File: src/rtl/dbi_pkg.sv
package dbi_pkg;
    localparam int CMD_W = 3;

    typedef enum logic {
        CLS_BUF   = 1'b0,
        CLS_ARRAY = 1'b1
    } cls_e;

    localparam logic [CMD_W-1:0] OP_RD_STREAM = 3'd0;
    localparam logic [CMD_W-1:0] OP_RD_PAGE   = 3'd1;
    localparam logic [CMD_W-1:0] OP_PROG_BUF  = 3'd2;
    localparam logic [CMD_W-1:0] OP_LOAD_BUF  = 3'd3;
    localparam logic [CMD_W-1:0] OP_ERASE     = 3'd4;
endpackage

File: src/rtl/ilk_decode.sv
module ilk_decode
    import dbi_pkg::*;
(
    input  logic [CMD_W-1:0] cmd,
    output logic             holds_buf
);
    // Array-class codes that keep a page buffer busy for their whole run.
    always_comb begin
        holds_buf = (cmd == OP_PROG_BUF) || (cmd == OP_LOAD_BUF);
    end
endmodule

File: src/rtl/ilk_arbiter.sv
module ilk_arbiter #(
    parameter int BUF_W = 1
) (
    input  logic             req_valid,
    input  logic             req_is_array,
    input  logic [BUF_W-1:0] req_buf,
    input  logic             act_busy,
    input  logic             act_holds,
    input  logic [BUF_W-1:0] act_buf,
    input  logic             seq_done,
    output logic             ok,
    output logic             start_array
);
    logic live;
    logic conflict;

    always_comb begin
        // A done pulse frees the array in the same cycle.
        live        = act_busy && !seq_done;
        conflict    = live && act_holds && (act_buf == req_buf);
        ok          = req_is_array ? !live : !conflict;
        start_array = req_valid && req_is_array && ok;
    end
endmodule

File: src/rtl/ilk_record.sv
module ilk_record #(
    parameter int BUF_W = 1
) (
    input  logic             clk,
    input  logic             rst,
    input  logic             seq_done,
    input  logic             start_array,
    input  logic             start_holds,
    input  logic [BUF_W-1:0] start_buf,
    input  logic             resp_valid,
    input  logic             resp_ok,
    output logic             act_busy,
    output logic             act_holds,
    output logic [BUF_W-1:0] act_buf,
    output logic             grant,
    output logic             reject
);
    typedef struct packed {
        logic             active;
        logic             holds;
        logic [BUF_W-1:0] bsel;
        logic             grant;
        logic             reject;
    } rec_t;

    rec_t st_d, st_q;

    always_comb begin
        st_d        = st_q;
        st_d.grant  = resp_valid && resp_ok;
        st_d.reject = resp_valid && !resp_ok;
        if (seq_done) begin
            st_d.active = 1'b0;
            st_d.holds  = 1'b0;
        end
        if (start_array) begin
            st_d.active = 1'b1;
            st_d.holds  = start_holds;
            st_d.bsel   = start_buf;
        end
    end

    always_ff @(posedge clk) begin
        if (rst) st_q <= '0;
        else     st_q <= st_d;
    end

    assign act_busy  = st_q.active;
    assign act_holds = st_q.holds;
    assign act_buf   = st_q.bsel;
    assign grant     = st_q.grant;
    assign reject    = st_q.reject;
endmodule

File: src/rtl/dbuf_interlock.sv
module dbuf_interlock
    import dbi_pkg::*;
#(
    parameter int NUM_BUF = 2,
    localparam int BUF_W  = (NUM_BUF > 1) ? $clog2(NUM_BUF) : 1
) (
    input  logic             clk,
    input  logic             rst,
    input  logic             req_valid,
    input  logic             req_class,
    input  logic [CMD_W-1:0] req_cmd,
    input  logic [BUF_W-1:0] req_buf,
    input  logic             seq_done,
    output logic             grant,
    output logic             reject
);
    logic             holds_buf;
    logic             ok;
    logic             start_array;
    logic             act_busy;
    logic             act_holds;
    logic [BUF_W-1:0] act_buf;
    logic             is_array;

    assign is_array = (cls_e'(req_class) == CLS_ARRAY);

    ilk_decode u_dec (
        .cmd       (req_cmd),
        .holds_buf (holds_buf)
    );

    ilk_arbiter #(.BUF_W(BUF_W)) u_arb (
        .req_valid    (req_valid),
        .req_is_array (is_array),
        .req_buf      (req_buf),
        .act_busy     (act_busy),
        .act_holds    (act_holds),
        .act_buf      (act_buf),
        .seq_done     (seq_done),
        .ok           (ok),
        .start_array  (start_array)
    );

    ilk_record #(.BUF_W(BUF_W)) u_rec (
        .clk         (clk),
        .rst         (rst),
        .seq_done    (seq_done),
        .start_array (start_array),
        .start_holds (holds_buf),
        .start_buf   (req_buf),
        .resp_valid  (req_valid),
        .resp_ok     (ok),
        .act_busy    (act_busy),
        .act_holds   (act_holds),
        .act_buf     (act_buf),
        .grant       (grant),
        .reject      (reject)
    );
endmodule

File: config.mk
export PLATFORM = sky130hd
export DESIGN_NAME = dbuf_interlock
export DESIGN_NICKNAME = d
export VERILOG_FILES = /design/src/rtl/dbi_pkg.sv /design/src/rtl/ilk_decode.sv /design/src/rtl/ilk_arbiter.sv /design/src/rtl/ilk_record.sv /design/src/rtl/dbuf_interlock.sv
export SDC_FILE = /design/constraint.sdc
export NUM_CORES = 1
export LEC_CHECK = 0
export ABC_AREA = 0
export BUFFER_PORTS_ARGS = -buffer_cell sky130_fd_sc_hd__clkbuf_2
export CAP_MARGIN = 5
export CELL_PAD_IN_SITES_DETAIL_PLACEMENT = 0
export CELL_PAD_IN_SITES_GLOBAL_PLACEMENT = 2
export CORE_AREA = 2 2 39 41
export DETAILED_ROUTE_END_ITERATION = 16
export DIE_AREA = 0 0 41 43
export GPL_TIMING_DRIVEN = 0
export PLACE_DENSITY_LB_ADDON = 0.1
export SLEW_MARGIN = 20
export SYNTH_ARGS = -nofsm -noshare
export SYNTH_HDL_FRONTEND = slang
export SYNTH_SLANG_ARGS = --single-unit
File: constraint.sdc
create_clock -name clk -period 1.3 [get_ports clk]
set_input_delay 0.26 -clock clk [delete_from_list [all_inputs] [get_ports clk]]
set_output_delay 0.26 -clock clk [all_outputs]
set_load 0.01 [all_outputs]
==> impl_summary.txt <==
----------------------------------------------------
[Final layout]
  Area of the multi-input gates ... 102.6 sq um
  Fill cell count ... 178
  Final cell utilization of the core ... 0.2152
  Final std cells w/o fill ... 50
  Total area of sequential cells ... 100.1 sq um
  Area overhead of the layout relative to synthesis ... 44.24%
  Fraction of layout instances using a drive strength above 1 ... 0.3824
  Number of diodes ... 0
  Fin nets ... 44

[STA]
  Transition at the pin with the smallest max-transition slack ... 0.1586 ns
  Max-slew violation count ... 0
  Final min period ... 1.127 ns
  Sum of negative setup slack ... 0 ns
  Final worst setup slack ... 0.1731 ns
  Number of setup violations in the final report ... 0
  Tightest slew margin relative to the limit ... 0.8938
  Max Freq ... 887.4 MHz
  RSZ-0062 raised after global routing ... no
  Hold violation total from the final report ... 0
  Fraction of the cycle the final worst path needs ... 0.8668
  Layout Skew ... 0.002844 ns

[Synthesis]
  Top FF cell, synth ... dfxtp_1
  Cell variety after synth ... 13
  Number of synthesized flops with an enable pin ... 0
  Post-synth ARST share ... 0
  Net Count, Synth ... 30
  Largest area contributor in the netlist ... dfxtp_1
  Portion of the post-synthesis area used by sequential elements ... 0.4848
  Mean area per synthesized cell ... 9.831 sq um
  #FFs+latches synth ... 5
  Most used standard cells in the synthesized netlist ... dfxtp_1, a21oi_1, nand2b_1
  Netlist area before placement ... 206.4 sq um
  Main area contributors after synthesis ... dfxtp_1, a21oi_1, nor2b_4
  Ys Warns ... 0
  Leading cell type by number of instances after synthesis ... dfxtp_1
  Cell count after synthesis ... 21
  Area share of the largest cell type after synthesis ... 0.4848

[Routing]
  First-iteration detailed-routing DRC count ... 3
  Residual DRC ... 0
  Post-detailed-route via-to-cell ratio ... 3.940
  Overall via count from detail_route ... 197
  Total detailed-routing wirelength ... 537 um
  Iteration count of the initial detailed-routing pass ... 2
  WL/cell ... 10.74 um
  Antenna Violating Nets Remaining ... 0

[CTS]
  TritonCTS buffer count ... 3
  # H-tree levels ... 1
  Clock tree from TritonCTS ... built
  Number of buffers added to fix hold violations after cts ... 0
  Buffers from clock root to sink, at most ... 2
  Post-CTS Resized ... 0
  Post-CTS setup-driven buffer insertion count ... 0
  Clk pin slew, worst setup/hold paths ... 0.05 ns
  Root buf cell ... clkbuf_4
  Sinks on Clock Net ... 5
  Clock insertion delay at the later pin of the skew report ... 0.24 ns

[Run status]
  Run status ... completed

[Setup path]
  Slowest cell on the critical path ... or4b_1
  Category of the critical setup timing path ... flop to flop
  R2R setup slack ... 0.17 ns
  Element type at the critical path start ... flop
  Slowest cell delay on critical path ... 0.49 ns
  Critical path buffer and inverter count ... 0
  Family of cells with the greatest summed delay on the critical path ... simple AND/OR/NAND/NOR gates
  Crit-path cells ... nor2b_4, or4b_1, a21oi_1
  Crit path max fanout ... 3
  Worst Path Arrival ... 1.30 ns
  Category of the worst setup path capture point ... flop
  Data required, critical path ... 1.48 ns

[Placement]
  DP Worst Slack ... 0.1551 ns
  Gpl congestion ... 0.5664
  Count of buffers from port buffering ... 9
  Post-Place Cells ... 46

[Worst hold path]
  Worst min-delay path category ... input pin to flop

[Floorplan]
  I/O Pins ... 11
  Die Span Y ... 43 um
  Width of the chip ... 41 um
  Overall die area ... 1763 sq um
  Core box area ... 1384 sq um
  Total number of placement rows ... 14
  Effective utilization at floorplan ... 0.1492

[Global routing]
  Tot GR Track Use ... 0.08241
  GR Overflow Total ... 0
  Number of antenna violations at the first check in global routing ... 0
  Number of global-route vias before repair ... 196
  Largest net degree at the start of global routing ... 5
  Wire length of the first global-routing pass ... 821 um

[Run]
  Max-cap check violation count ... 0

[Pwr]
  Highest ir drop seen on vdd ... 0.0002577 V
  Power Density ... 1289 nW/um^2
  Lkg Pwr ... 0.1290 nW

----------------------------------------------------
==> layout by cell type, fill, tap and decap left out <==
cell type | netlist | final
clkbuf_2 | 0 | 9
dfxtp_1 | 5 | 5
a21oi_1 | 4 | 4
clkbuf_4 | 0 | 3
nand2b_1 | 2 | 2
nor2b_4 | 1 | 1
nand2_1 | 1 | 1
or4b_1 | 1 | 1
inv_1 | 1 | 1
o211ai_1 | 1 | 1
xnor2_1 | 1 | 1
a21o_1 | 1 | 1
nand4_1 | 1 | 1
o21ai_0 | 1 | 1
nor3b_1 | 1 | 1
clkbuf_1 | 0 | 1
==> final timing paths <==
check                               startpoint         endpoint  cells after the start
worst min-delay path                       rst  u_rec.act_holds                      2
worst max-delay path            u_rec.act_busy  u_rec.act_holds                      3
worst min register to register   u_rec.act_buf    u_rec.act_buf                      2
worst max register to register  u_rec.act_busy  u_rec.act_holds                      3
==> layout make-up <==
type / count / area share
flip-flops and latches: 5 / 0.3361
well taps: 16 / 0.06723
clock buffers: 4 / 0.08824
multi-input cells: 15 / 0.3445
repair buffers: 9 / 0.1513
inverters: 1 / 0.01261
==> cells by family (layout without fill, tap and decap cells) <==
family	after synthesis	in the layout	share of synthesized area
buffers and inverters	1	14	0.01816
XOR/XNOR	1	1	0.04243
AO/OA/AOI/OAI	7	7	0.1939
AND/OR/NAND/NOR	7	7	0.2606
flip-flops	5	5	0.4849
==> stage by stage <==
stage	total power, mW	cell area, sq um	hold slack (ns)
floorplan	0.1823	206.4	0.3291
detailed placement	0.2033	271.5	0.4795
global placement	0.2022	271.5	0.4767
CTS	0.3930	297.8	0.2293
finish	0.3839	297.8	0.2298
global route	0.4110	297.8	0.2388
==> flip-flops by register name, indices dropped and copies added, names as in the netlist <==
name / flops
u_rec.grant: 1
u_rec.act_holds: 1
u_rec.reject: 1
u_rec.act_buf: 1
u_rec.act_busy: 1
==> where the power goes <==
part           leakage, nW  switching (mW)  total (mW)  internal (mW)
sequential          0.0409         0.00274       0.162          0.160
clock               0.0150          0.0681       0.184          0.116
combinational       0.0731          0.0179      0.0370         0.0191
==> layer usage <==
metal,GRT usage,part of all wire
met1,0.09032,0.41
met3,0.04712,0.16
met2,0.09375,0.39
met4,0.1000,0.043
met5,0,0
Power figures use the tool's default switching activity.
